--- config.mk ---
export PLATFORM = sky130hd
export DESIGN_NAME = xfer_status_tracker
export DESIGN_NICKNAME = d
export VERILOG_FILES = /design/src/rtl/xst_pkg.sv /design/src/rtl/xst_counter.sv /design/src/rtl/xst_status_ctl.sv /design/src/rtl/xst_reg_mux.sv /design/src/rtl/xfer_status_tracker.sv
export SDC_FILE = /design/constraint.sdc
export NUM_CORES = 1
export LEC_CHECK = 0
export BUFFER_PORTS_ARGS = -buffer_cell sky130_fd_sc_hd__clkbuf_2
export CELL_PAD_IN_SITES_DETAIL_PLACEMENT = 1
export CELL_PAD_IN_SITES_GLOBAL_PLACEMENT = 1
export CORE_MARGIN = 1.5
export CORE_UTILIZATION = 50
export CTS_CLUSTER_SIZE = 12
export DETAILED_ROUTE_END_ITERATION = 12
export PLACE_DENSITY_LB_ADDON = 0.05
export SLEW_MARGIN = 20
export SYNTH_ARGS = -nofsm -noshare
export SYNTH_HDL_FRONTEND = slang
export SYNTH_HIERARCHICAL = 1
export SYNTH_SLANG_ARGS = --single-unit
--- constraint.sdc ---
create_clock -name clk -period 3.8 [get_ports clk]
set_clock_uncertainty 0.05 [all_clocks]
set_input_delay 0.76 -clock clk [delete_from_list [all_inputs] [get_ports clk]]
set_output_delay 0.76 -clock clk [all_outputs]
set_load 0.01 [all_outputs]
--- src/rtl/xst_pkg.sv ---
package xst_pkg;
  localparam logic [7:0] EC_LEVEL = 8'hEC;

  typedef enum logic [2:0] {
    A_STATUS = 3'd0,
    A_ECL    = 3'd1,
    A_OHI    = 3'd2,
    A_OLO    = 3'd3,
    A_CHI    = 3'd4,
    A_CLO    = 3'd5,
    A_ERR    = 3'd6,
    A_NONE   = 3'd7
  } reg_addr_e;

  localparam int B_BUSY   = 7;
  localparam int B_EXP    = 3;
  localparam int B_ANYERR = 1;
  localparam int B_DONE   = 0;
endpackage

--- src/rtl/xst_counter.sv ---
module xst_counter #(
  parameter int W         = 16,
  parameter bit HAS_LIMIT = 1'b0
) (
  input  logic         clk,
  input  logic         rst_n,
  input  logic         clr,
  input  logic         inc,
  input  logic         lim_en,
  input  logic [W-1:0] lim,
  output logic [W-1:0] cnt
);
  localparam logic [W-1:0] MAXV = '1;

  logic at_lim;

  generate
    if (HAS_LIMIT) begin : g_lim
      assign at_lim = lim_en && (cnt == lim);
    end else begin : g_nolim
      logic unused_lim;
      assign unused_lim = lim_en ^ (^lim);
      assign at_lim     = 1'b0;
    end
  endgenerate

  always_ff @(posedge clk or negedge rst_n) begin
    if (!rst_n)
      cnt <= '0;
    else if (clr)
      cnt <= '0;
    else if (inc && !at_lim && cnt != MAXV)
      cnt <= cnt + 1'b1;
  end
endmodule

--- src/rtl/xst_status_ctl.sv ---
module xst_status_ctl #(
  parameter int CNT_W = 16,
  parameter int ERR_W = 8
) (
  input  logic             clk,
  input  logic             rst_n,
  input  logic             sw_rst,
  input  logic             start,
  input  logic             mode_decomp,
  input  logic [CNT_W-1:0] xfer_len,
  input  logic             finish,
  input  logic [ERR_W-1:0] err_pulse,
  input  logic [CNT_W-1:0] orig_cnt,
  input  logic [CNT_W-1:0] comp_cnt,
  output logic             busy,
  output logic             done,
  output logic             expd,
  output logic [ERR_W-1:0] err_q,
  output logic             mode_q,
  output logic [CNT_W-1:0] len_q
);
  logic any_pulse;
  assign any_pulse = |err_pulse;

  always_ff @(posedge clk or negedge rst_n) begin
    if (!rst_n) begin
      busy   <= 1'b0;
      done   <= 1'b0;
      expd   <= 1'b0;
      err_q  <= '0;
      mode_q <= 1'b0;
      len_q  <= '0;
    end else if (sw_rst) begin
      busy   <= 1'b0;
      done   <= 1'b0;
      expd   <= 1'b0;
      err_q  <= '0;
      mode_q <= 1'b0;
      len_q  <= '0;
    end else if (start) begin
      busy   <= 1'b1;
      done   <= 1'b0;
      expd   <= 1'b0;
      err_q  <= '0;
      mode_q <= mode_decomp;
      len_q  <= xfer_len;
    end else begin
      err_q <= err_q | err_pulse;
      if (any_pulse) begin
        busy <= 1'b0;
      end else if (finish && busy) begin
        busy <= 1'b0;
        done <= 1'b1;
        expd <= !mode_q && (comp_cnt > orig_cnt);
      end
    end
  end
endmodule

--- src/rtl/xst_reg_mux.sv ---
module xst_reg_mux
  import xst_pkg::*;
#(
  parameter int CNT_W = 16,
  parameter int ERR_W = 8
) (
  input  logic [2:0]       rd_addr,
  input  logic             busy,
  input  logic             done,
  input  logic             expd,
  input  logic [ERR_W-1:0] err_q,
  input  logic [CNT_W-1:0] orig_cnt,
  input  logic [CNT_W-1:0] comp_cnt,
  output logic [7:0]       rd_data
);
  logic [15:0] o16, c16;
  logic [7:0]  e8, stat;

  assign o16 = 16'(orig_cnt);
  assign c16 = 16'(comp_cnt);
  assign e8  = 8'(err_q);

  always_comb begin
    stat           = '0;
    stat[B_BUSY]   = busy;
    stat[B_EXP]    = expd;
    stat[B_ANYERR] = |err_q;
    stat[B_DONE]   = done;
  end

  always_comb begin
    case (reg_addr_e'(rd_addr))
      A_STATUS: rd_data = stat;
      A_ECL:    rd_data = EC_LEVEL;
      A_OHI:    rd_data = o16[15:8];
      A_OLO:    rd_data = o16[7:0];
      A_CHI:    rd_data = c16[15:8];
      A_CLO:    rd_data = c16[7:0];
      A_ERR:    rd_data = e8;
      default:  rd_data = 8'h00;
    endcase
  end
endmodule

--- src/rtl/xfer_status_tracker.sv ---
module xfer_status_tracker #(
  parameter int CNT_W = 16,
  parameter int ERR_W = 8
) (
  input  logic             clk,
  input  logic             rst_n,
  input  logic             sw_rst,
  input  logic             start,
  input  logic             mode_decomp,
  input  logic [CNT_W-1:0] xfer_len,
  input  logic             orig_valid,
  input  logic             orig_ready,
  input  logic             comp_valid,
  input  logic             comp_ready,
  input  logic             finish,
  input  logic [ERR_W-1:0] err_pulse,
  input  logic [2:0]       rd_addr,
  output logic [7:0]       rd_data,
  output logic             orig_full
);
  logic             busy, done, expd, mode_q;
  logic [ERR_W-1:0] err_q;
  logic [CNT_W-1:0] len_q, orig_cnt, comp_cnt;
  logic             cnt_clr, orig_inc, comp_inc;

  assign cnt_clr  = sw_rst || start;
  assign orig_inc = busy && orig_valid && orig_ready;
  assign comp_inc = busy && comp_valid && comp_ready;

  xst_counter #(.W(CNT_W), .HAS_LIMIT(1'b1)) u_orig_cnt (
    .clk(clk), .rst_n(rst_n), .clr(cnt_clr), .inc(orig_inc),
    .lim_en(!mode_q), .lim(len_q), .cnt(orig_cnt)
  );

  xst_counter #(.W(CNT_W), .HAS_LIMIT(1'b0)) u_comp_cnt (
    .clk(clk), .rst_n(rst_n), .clr(cnt_clr), .inc(comp_inc),
    .lim_en(1'b0), .lim(len_q), .cnt(comp_cnt)
  );

  xst_status_ctl #(.CNT_W(CNT_W), .ERR_W(ERR_W)) u_ctl (
    .clk(clk), .rst_n(rst_n), .sw_rst(sw_rst), .start(start),
    .mode_decomp(mode_decomp), .xfer_len(xfer_len), .finish(finish),
    .err_pulse(err_pulse), .orig_cnt(orig_cnt), .comp_cnt(comp_cnt),
    .busy(busy), .done(done), .expd(expd), .err_q(err_q),
    .mode_q(mode_q), .len_q(len_q)
  );

  xst_reg_mux #(.CNT_W(CNT_W), .ERR_W(ERR_W)) u_mux (
    .rd_addr(rd_addr), .busy(busy), .done(done), .expd(expd),
    .err_q(err_q), .orig_cnt(orig_cnt), .comp_cnt(comp_cnt),
    .rd_data(rd_data)
  );

  assign orig_full = busy && !mode_q && (orig_cnt == len_q);
endmodule

==> impl_metrics.py, run 1 <==
metrics = {
    "power_and_ir_drop": {
        "p_total_mw": 1.32,
        "ir_drop_v": 0.000168,
        "p_leak_nw": 2.14,
        "power.density_nw_per_um2": 286,
    },
    "placed_design": {
        "port-buffer-count": 45,
        "dpl.hpwl_um": 8920,
        "gp_congestion": 0.892,
        "placed_cell_area_um2": 4450,
    },
    "synth": {
        "avgSynthCellArea_um2": 9.60,
        "synth_cells": 439,
        "syn-num-nets": 494,
        "ys_warn_count": 6,
        "syn_area_um2": 4210,
    },
    "critical_path": {
        "cp-startpoint": "rd_addr[1]",
        "cp_slowest_stage_delay_ps": 340,
        "r2r_cells": 6,
        "crit_path_end_kind": "output port",
        "cp-endpoint": "rd_data[4]",
        "reg2reg_from": "u_orig_cnt/cnt[1]",
        "critPathLaunchType": "input port",
        "crit_top_cell": "clkbuf_2",
        "worst-path-buf-inv": 2,
        "cp.required_ps": 2990,
        "worstPathArrival_ps": 2050,
        "path_depth": 5,
        "slowest_stage": "a221o_1",
        "rrSetupSlack_ps": 1150,
        "crit_fanout": 21,
        "crit_type": "input port to output port",
        "crit_family": "compound AO/OA/AOI/OAI gates",
        "crit_chain": "clkbuf_2, nor2b_4, a22o_1, a221o_1, clkbuf_2",
        "r2r_end": "u_orig_cnt/cnt[3]",
    },
    "die": {
        "die_area_um2": 8990,
        "initial_core_util": 0.515,
        "coreArea_um2": 8180,
        "ios": 46,
        "die_h_um": 94.8,
        "die_x_um": 94.8,
        "rows": 33,
    },
    "clock_network": {
        "worst_skew_pair.late_latency_ps": 340,
        "ctsHoldBuffers": 0,
        "clock-sinks": 60,
        "clk_pin_slew_ps": 70,
        "ctsHtreeMaxLevel": 3,
        "cts_root_buffer": "clkbuf_8",
        "cts_tree": "done",
        "post_cts_buffers": 0,
        "clk_path_buf_depth": 2,
        "ctsResizeCount": 0,
        "cts_buffers": 9,
    },
    "finish": {
        "fin_nets": 534,
        "drive_gt1_frac": 0.191,
        "num-fill-cells": 961,
        "antennaDiodeCount": 0,
        "syn_to_final_growth_pct": 9.41,
        "final_core_util": 0.564,
        "postLayoutCellArea_um2": 4610,
    },
    "min_path": {
        "hold_path.class": "input port to async pin",
    },
    "global_route": {
        "grt_pass1_vias": 3841,
        "track_usage": 0.305,
        "grt_pass1_wl_um": 20500,
        "grt_max_degree": 45,
        "gr-total-overflow": 0,
        "antenna_found_initial": 0,
    },
    "sta": {
        "setup_viol": 0,
        "drv_slew": 0,
        "clock.fmax_mhz": 350,
        "post-route-min-period_ps": 2860,
        "worst_slew_pin_slew_ps": 1000,
        "rsz0062_at_grt": "no",
        "slew_headroom": 0.331,
        "finalSetupTns_ps": 0,
        "finalCritPeriodShare": 0.752,
        "hold_violations": 0,
        "fin_hold_ws_ps": 407,
    },
    "route": {
        "avgViaCountPerCell": 6.36,
        "ant_nets": 0,
        "vias": 3734,
        "first_pass_iters": 4,
        "drc": 0,
        "drt_iter0_drc": 165,
        "drt_wl_total_um": 12500,
        "wl_per_cell_um": 21.2,
    },
    "outcome": {
        "status": "completed",
    },
    "flow_run": {
        "drv_cap": 0,
    },
}
-- area by class of cell --
type / count / area, um^2 / share of cell area
inverters: 24 / 90.1 / 0.0195
repair buffers: 47 / 243 / 0.0527
multi-input cells: 337 / 2490 / 0.540
clock buffers: 11 / 141 / 0.0307
well taps: 105 / 131 / 0.0285
clock inverters: 3 / 15.0 / 0.00326
flip-flops and latches: 60 / 1500 / 0.326
-- layout by cell type, fill, tap and decap left out, types with 3 or more instances in the layout --
cell type  instances
o31ai_1           13
o211ai_1           3
nand2_1           21
a21oi_1           31
nor2_1            31
clkbuf_8          10
and3_1             8
o21ai_1            8
nor3_1             6
o21ai_0            5
o21a_1             9
xor2_1            31
nand3_1           12
nor4_2             6
inv_1             24
mux2i_1           25
a22oi_1            5
ha_1              18
or4_1             12
mux2_1             4
o221ai_1           5
clkbuf_2          44
nand2b_1           4
dfrtp_1           60
xnor2_1            3
nor2b_1            6
clkinv_2           3
nand4_1           12
nor4_1             8
or3_1              8
-- power breakdown --
part | total [mW] | internal (mW) | switching, mW
sequential | 0.673 | 0.653 | 0.0199
clock | 0.497 | 0.244 | 0.253
combinational | 0.149 | 0.0620 | 0.0866
total | 1.32 | 0.960 | 0.360
-- worst min-delay path by stage --
| stage | startpoint | endpoint | slack (ps) |
|---|---|---|---|
| CTS | rst_n | u_ctl/err_q[4] | 420 |
| detailed placement | u_ctl/err_q[3] | u_ctl/err_q[3] | 460 |
| global route | rst_n | u_orig_cnt/cnt[9] | 450 |
| floorplan | rst_n | u_comp_cnt/cnt[0] | 410 |
| finish | rst_n | u_orig_cnt/cnt[10] | 410 |
| global placement | u_ctl/err_q[2] | u_ctl/err_q[2] | 440 |
-- metal layers --
metal | up-vias | GRT usage | part of all wire
met5 | - | 0 | 0
met4 | 0 | 0.0983 | 0.018
met3 | 19 | 0.0386 | 0.042
met2 | 101 | 0.498 | 0.48
met1 | 1911 | 0.416 | 0.46
li1 | 1703 | - | -
-- flip-flops by register name, indices dropped and copies added, names as in the netlist --
register / cells
u_orig_cnt/cnt: 16
u_comp_cnt/cnt: 16
u_ctl/expd: 1
u_ctl/mode_q: 1
u_ctl/done: 1
u_ctl/err_q: 8
u_ctl/busy: 1
u_ctl/len_q: 16
-- per-stage QoR --
stage / std cells / setup slack [ps]
3_3_place_gp: 573 / 977
6_report: 587 / 942
3_5_place_dp: 573 / 955
4_1_cts: 587 / 954
2_1_floorplan: 439 / 1440
5_1_grt: 587 / 888
Note: power is estimated with default switching activity, not from simulation.
==> run 2: changes to the inputs <==
CORE_UTILIZATION = 46   (was 50)
clock period = 2.65 ns   (was 3.8 ns; I/O delays follow)
==> impl_metrics.py, run 2 (synthesis gave the netlist of run 1 again) <==
metrics = {
    "route": {
        "drt_wl_total_um": 12700,
        "vias": 3757,
        "drc": 2,
        "avgViaCountPerCell": 6.25,
        "first_pass_iters": 9,
        "ant_nets": 0,
        "wl_per_cell_um": 21.2,
        "drt_iter0_drc": 235,
    },
    "critical_path": {
        "cp_slowest_stage_delay_ps": 520,
        "crit_path_end_kind": "output port",
        "crit_type": "flip-flop to output port",
        "crit_fanout": 8,
        "crit_chain": "xor2_1, nor4_2, nand4_1, nor4_2, clkbuf_2",
        "worstPathArrival_ps": 1910,
        "crit_family": "simple AND/OR/NAND/NOR gates",
        "critPathLaunchType": "flip-flop",
        "cp.required_ps": 2070,
        "crit_top_cell": "nor4_2",
        "slowest_stage": "dfrtp_1",
        "worst-path-buf-inv": 1,
    },
    "clock_network": {
        "post_cts_buffers": 0,
        "cts_root_buffer": "clkbuf_8",
        "ctsHtreeMaxLevel": 3,
        "clk_path_buf_depth": 2,
        "cts_tree": "done",
        "clk_pin_slew_ps": 80,
        "ctsHoldBuffers": 0,
        "cts_buffers": 9,
        "clock-sinks": 60,
        "ctsResizeCount": 0,
        "worst_skew_pair.late_latency_ps": 350,
    },
    "finish": {
        "final_cell_mix": "dfrtp_1, clkbuf_2, xor2_1, a21oi_1, nor2_1",
        "postLayoutCellArea_um2": 4780,
        "antennaDiodeCount": 0,
        "fin_cells": 601,
        "fin_nets": 543,
        "drive_gt1_frac": 0.211,
        "syn_to_final_growth_pct": 13.5,
        "final_common_cell": "dfrtp_1",
        "reg_top3": "u_comp_cnt/cnt (16), u_ctl/len_q (16), u_orig_cnt/cnt (16)",
        "num-fill-cells": 1026,
    },
    "sta": {
        "post-route-min-period_ps": 2490,
        "slew_headroom": 0.424,
        "setup_viol": 0,
        "drv_slew": 0,
        "finalSetupTns_ps": 0,
        "worst_slew_pin_slew_ps": 861,
        "finalCritPeriodShare": 0.939,
        "hold_violations": 0,
        "rsz0062_at_grt": "no",
        "clock.fmax_mhz": 402,
    },
    "power_and_ir_drop": {
        "internal_power_mw": 1.68,
        "share_comb_of_total_power": 0.098,
        "power.density_nw_per_um2": 468,
        "ir_drop_v": 0.000332,
        "p_leak_nw": 2.23,
        "clkPwrFrac": 0.471,
        "switching_share": 0.249,
        "p_switching_uw": 557,
        "p_seq_frac": 0.431,
    },
    "die": {
        "die_h_um": 98.7,
        "ios": 46,
        "initial_core_util": 0.478,
        "rows": 34,
        "coreArea_um2": 8810,
        "die_x_um": 98.7,
        "die_area_um2": 9740,
    },
    "global_route": {
        "track_usage": 0.278,
        "gr-total-overflow": 0,
        "antenna_found_initial": 0,
        "grt_pass1_vias": 3917,
        "grt_pass1_wl_um": 21000,
        "grt_max_degree": 61,
    },
    "placed_design": {
        "port-buffer-count": 45,
        "placed_cell_area_um2": 4530,
        "post-place-cells": 585,
        "dpl.hpwl_um": 9030,
        "gp_congestion": 0.835,
    },
    "flow_run": {
        "drv_cap": 0,
    },
    "outcome": {
        "violations": "DRC",
        "status": "finished, violations left",
    },
    "min_path": {
        "hold_path.class": "input port to async pin",
    },
}
run 2: cell count changes in the layout (fill, tap and decap cells not counted), sizes merged:
cell	previous run	this run
clkinv	3	2
buf	2	11
clkinvlp	0	1
bufinv	0	3
clkbuf	56	55
run 2: through the flow:
step	setup WS (ps)	power, mW	hold WS, ps	util
final	162	2.24	288	0.543
after global routing	49.2	2.32	341	0.543
after CTS	124	2.25	328	0.543
after detailed placement	295	1.20	449	0.515
after global placement	374	1.19	440	0.515
after floorplan	715	1.11	184	-
run 2: final timing paths:
path                                    start  cells after the start  slack, ps                 end
min in group clk                 err_pulse[1]                      2        380      u_ctl/err_q[1]
hold reg to reg                u_ctl/err_q[1]                      1        460      u_ctl/err_q[1]
max in group asynchronous               rst_n                      2       1700      u_ctl/err_q[6]
hold / removal                          rst_n                      2        290  u_orig_cnt/cnt[10]
setup / recovery           u_orig_cnt/cnt[13]                      5        160           orig_full
setup reg to reg           u_orig_cnt/cnt[12]                      7        250  u_orig_cnt/cnt[11]
run 2: power groups by stage:
stage               registers [mW]  logic, mW  clock network [mW]
finish                       0.963      0.220                1.05
global route                 0.966      0.244                1.11
CTS                          0.964      0.222                1.07
detailed placement           0.982      0.219                   0
global placement             0.981      0.214                   0
floorplan                    0.972      0.140                   0
run 2: area by class of cell:
class | instances | area, um^2 | share of cell area
Multi-Input combinational cell | 337 | 2490 | 0.520
Sequential cell | 60 | 1500 | 0.314
Timing Repair Buffer | 56 | 320 | 0.0670
Clock buffer | 10 | 138 | 0.0288
Tap cell | 108 | 135 | 0.0283
Clock inverter | 6 | 111 | 0.0233
Inverter | 24 | 90.1 | 0.0188
run 2: worst register-to-register path: stages, from the launching register on:
cell	delay [ps]
dfrtp_1	560
xor2_1	240
nor4_1	380
nand4_1	230
o21ai_2	390
buf_12	200
nor4_1	70
o21a_1	190
run 2: layer usage:
layer | track usage | routed length [um]
met1 | 0.397 | 6100
met5 | 0 | 0
met4 | 0.0626 | 133
met2 | 0.448 | 5990
met3 | 0.0426 | 514
==> run 3: changes to the inputs <==
CTS_CLUSTER_DIAMETER = 80   (was default)
GPL_TIMING_DRIVEN = 0   (was default)
HOLD_SLACK_MARGIN = 0.15   (was default)
==> impl_metrics.py, run 3 (synthesis gave the netlist of run 1 again) <==
metrics = {
    "sta": {
        "hold_violations": 0,
        "post-route-min-period_ps": 2490,
        "clock.fmax_mhz": 402,
        "setup_viol": 0,
        "finalSetupTns_ps": 0,
        "fin_hold_ws_ps": 367,
        "drv_slew": 0,
        "rsz0062_at_grt": "no",
        "finalCritPeriodShare": 0.940,
        "worst_slew_pin_slew_ps": 626,
        "slew_headroom": 0.579,
        "fin_ws_ps": 160,
    },
    "critical_path": {
        "cp-startpoint": "u_orig_cnt/cnt[1]",
        "crit_chain": "xor2_1, nor4_1, nand4_1, o21ai_4, buf_6, buf_12, mux2i_1, nor2_1",
        "crit_fanout": 10,
        "worst-path-buf-inv": 2,
        "cp_slowest_stage_delay_ps": 560,
        "reg2reg_from": "u_orig_cnt/cnt[1]",
        "slowest_stage": "dfrtp_1",
        "crit_type": "flip-flop to flip-flop",
        "crit_family": "simple AND/OR/NAND/NOR gates",
        "worstPathArrival_ps": 2650,
        "cp.required_ps": 2810,
        "critPathLaunchType": "flip-flop",
        "crit_path_end_kind": "flip-flop",
    },
    "route": {
        "ant_nets": 0,
        "drt_wl_total_um": 12900,
        "avgViaCountPerCell": 6.19,
        "wl_per_cell_um": 21.2,
        "first_pass_iters": 9,
        "drc": 2,
        "drt_iter0_drc": 225,
        "vias": 3771,
    },
    "die": {
        "ios": 46,
        "initial_core_util": 0.478,
        "die_h_um": 98.7,
        "die_area_um2": 9740,
        "coreArea_um2": 8810,
        "rows": 34,
        "die_x_um": 98.7,
    },
    "finish": {
        "reg_top3": "u_comp_cnt/cnt (16), u_ctl/len_q (16), u_orig_cnt/cnt (16)",
        "final_cell_mix": "dfrtp_1, clkbuf_2, xor2_1, a21oi_1, nor2_1",
        "seq_area_um2": 1500,
        "antennaDiodeCount": 0,
        "syn_to_final_growth_pct": 14.7,
        "final_common_cell": "dfrtp_1",
        "num-fill-cells": 1024,
        "drive_gt1_frac": 0.208,
        "fin_nets": 551,
        "multi_input_area_um2": 2490,
    },
    "power_and_ir_drop": {
        "switching_share": 0.262,
        "p_switching_uw": 565,
        "power.density_nw_per_um2": 446,
        "internal_power_mw": 1.59,
        "share_comb_of_total_power": 0.108,
        "clkPwrFrac": 0.444,
        "ir_drop_v": 0.000240,
        "p_seq_frac": 0.447,
        "p_leak_nw": 2.24,
    },
    "clock_network": {
        "clk_pin_slew_ps": 80,
        "cts_root_buffer": "clkbuf_8",
        "cts_tree": "done",
        "clock-sinks": 60,
        "ctsHtreeMaxLevel": 3,
        "clk_path_buf_depth": 2,
        "worst_skew_pair.late_latency_ps": 340,
        "post_cts_buffers": 0,
        "cts_buffers": 9,
    },
    "global_route": {
        "grt_max_degree": 34,
        "grt_use_met1": 0.381,
        "grt_pass1_vias": 4019,
        "grtUsageMet3": 0.0525,
        "gr-usage-met2": 0.450,
        "gr-total-overflow": 0,
        "antenna_found_initial": 0,
        "grt_busiest_layer": "met2",
        "track_usage": 0.280,
        "grt_pass1_wl_um": 21000,
    },
    "outcome": {
        "violations": "DRC",
        "status": "finished, violations left",
    },
    "placed_design": {
        "port-buffer-count": 44,
        "gp_congestion": 0.806,
        "dpl.hpwl_um": 9300,
        "dp_slack_ps": 133,
    },
    "min_path": {
        "hold_path.class": "input port to flip-flop",
        "hold_path_startpoint": "err_pulse[1]",
    },
    "flow_run": {
        "drv_cap": 0,
    },
}
-- run 3: timing repair --
action | in CTS | in global routing
endpoints found under the hold margin | 27 | 0
gates resized for setup | 0 | 1
hold buffers | 1 | 0
endpoints found under the setup margin | 0 | 2
-- run 3: metal layers --
| layer | share of wire | up-vias |
|---|---|---|
| li1 | - | 1745 |
| met1 | 0.46 | 1892 |
| met2 | 0.47 | 110 |
| met3 | 0.046 | 24 |
| met4 | 0.022 | 0 |
| met5 | 0 | - |
-- run 3: layout make-up --
type	instances	area share
clock buffers	10	0.0285
well taps	108	0.0280
repair buffers	46	0.0523
plain buffers	18	0.0277
clock inverters	6	0.0181
multi-input cells	337	0.516
flip-flops and latches	60	0.311
inverters	24	0.0186
-- run 3: power groups by stage --
stage / clock (mW) / combinational [mW] / sequential [mW]
2_1_floorplan: 0 / 0.140 / 0.972
3_3_place_gp: 0 / 0.221 / 0.981
3_5_place_dp: 0 / 0.231 / 0.982
4_1_cts: 0.980 / 0.234 / 0.965
5_1_grt: 1.03 / 0.258 / 0.967
6_report: 0.958 / 0.234 / 0.965
-- run 3: per-stage QoR --
stage	util	instances	power (mW)	instance area, um^2
floorplan	-	439	1.11	4210
global placement	0.519	591	1.20	4570
detailed placement	0.521	592	1.21	4590
CTS	0.548	609	2.18	4830
global route	0.549	609	2.26	4830
finish	0.549	609	2.16	4830
-- run 3: worst paths after layout --
path	endpoint	slack (ps)	depth (start not counted)
hold / removal	u_ctl/err_q[1]	370	2
hold reg to reg	u_ctl/err_q[7]	470	1
setup reg to reg	u_orig_cnt/cnt[1]	160	8
min in group asynchronous	u_orig_cnt/cnt[0]	630	2
max in group asynchronous	u_ctl/len_q[3]	1380	3
setup / recovery	u_orig_cnt/cnt[1]	160	8
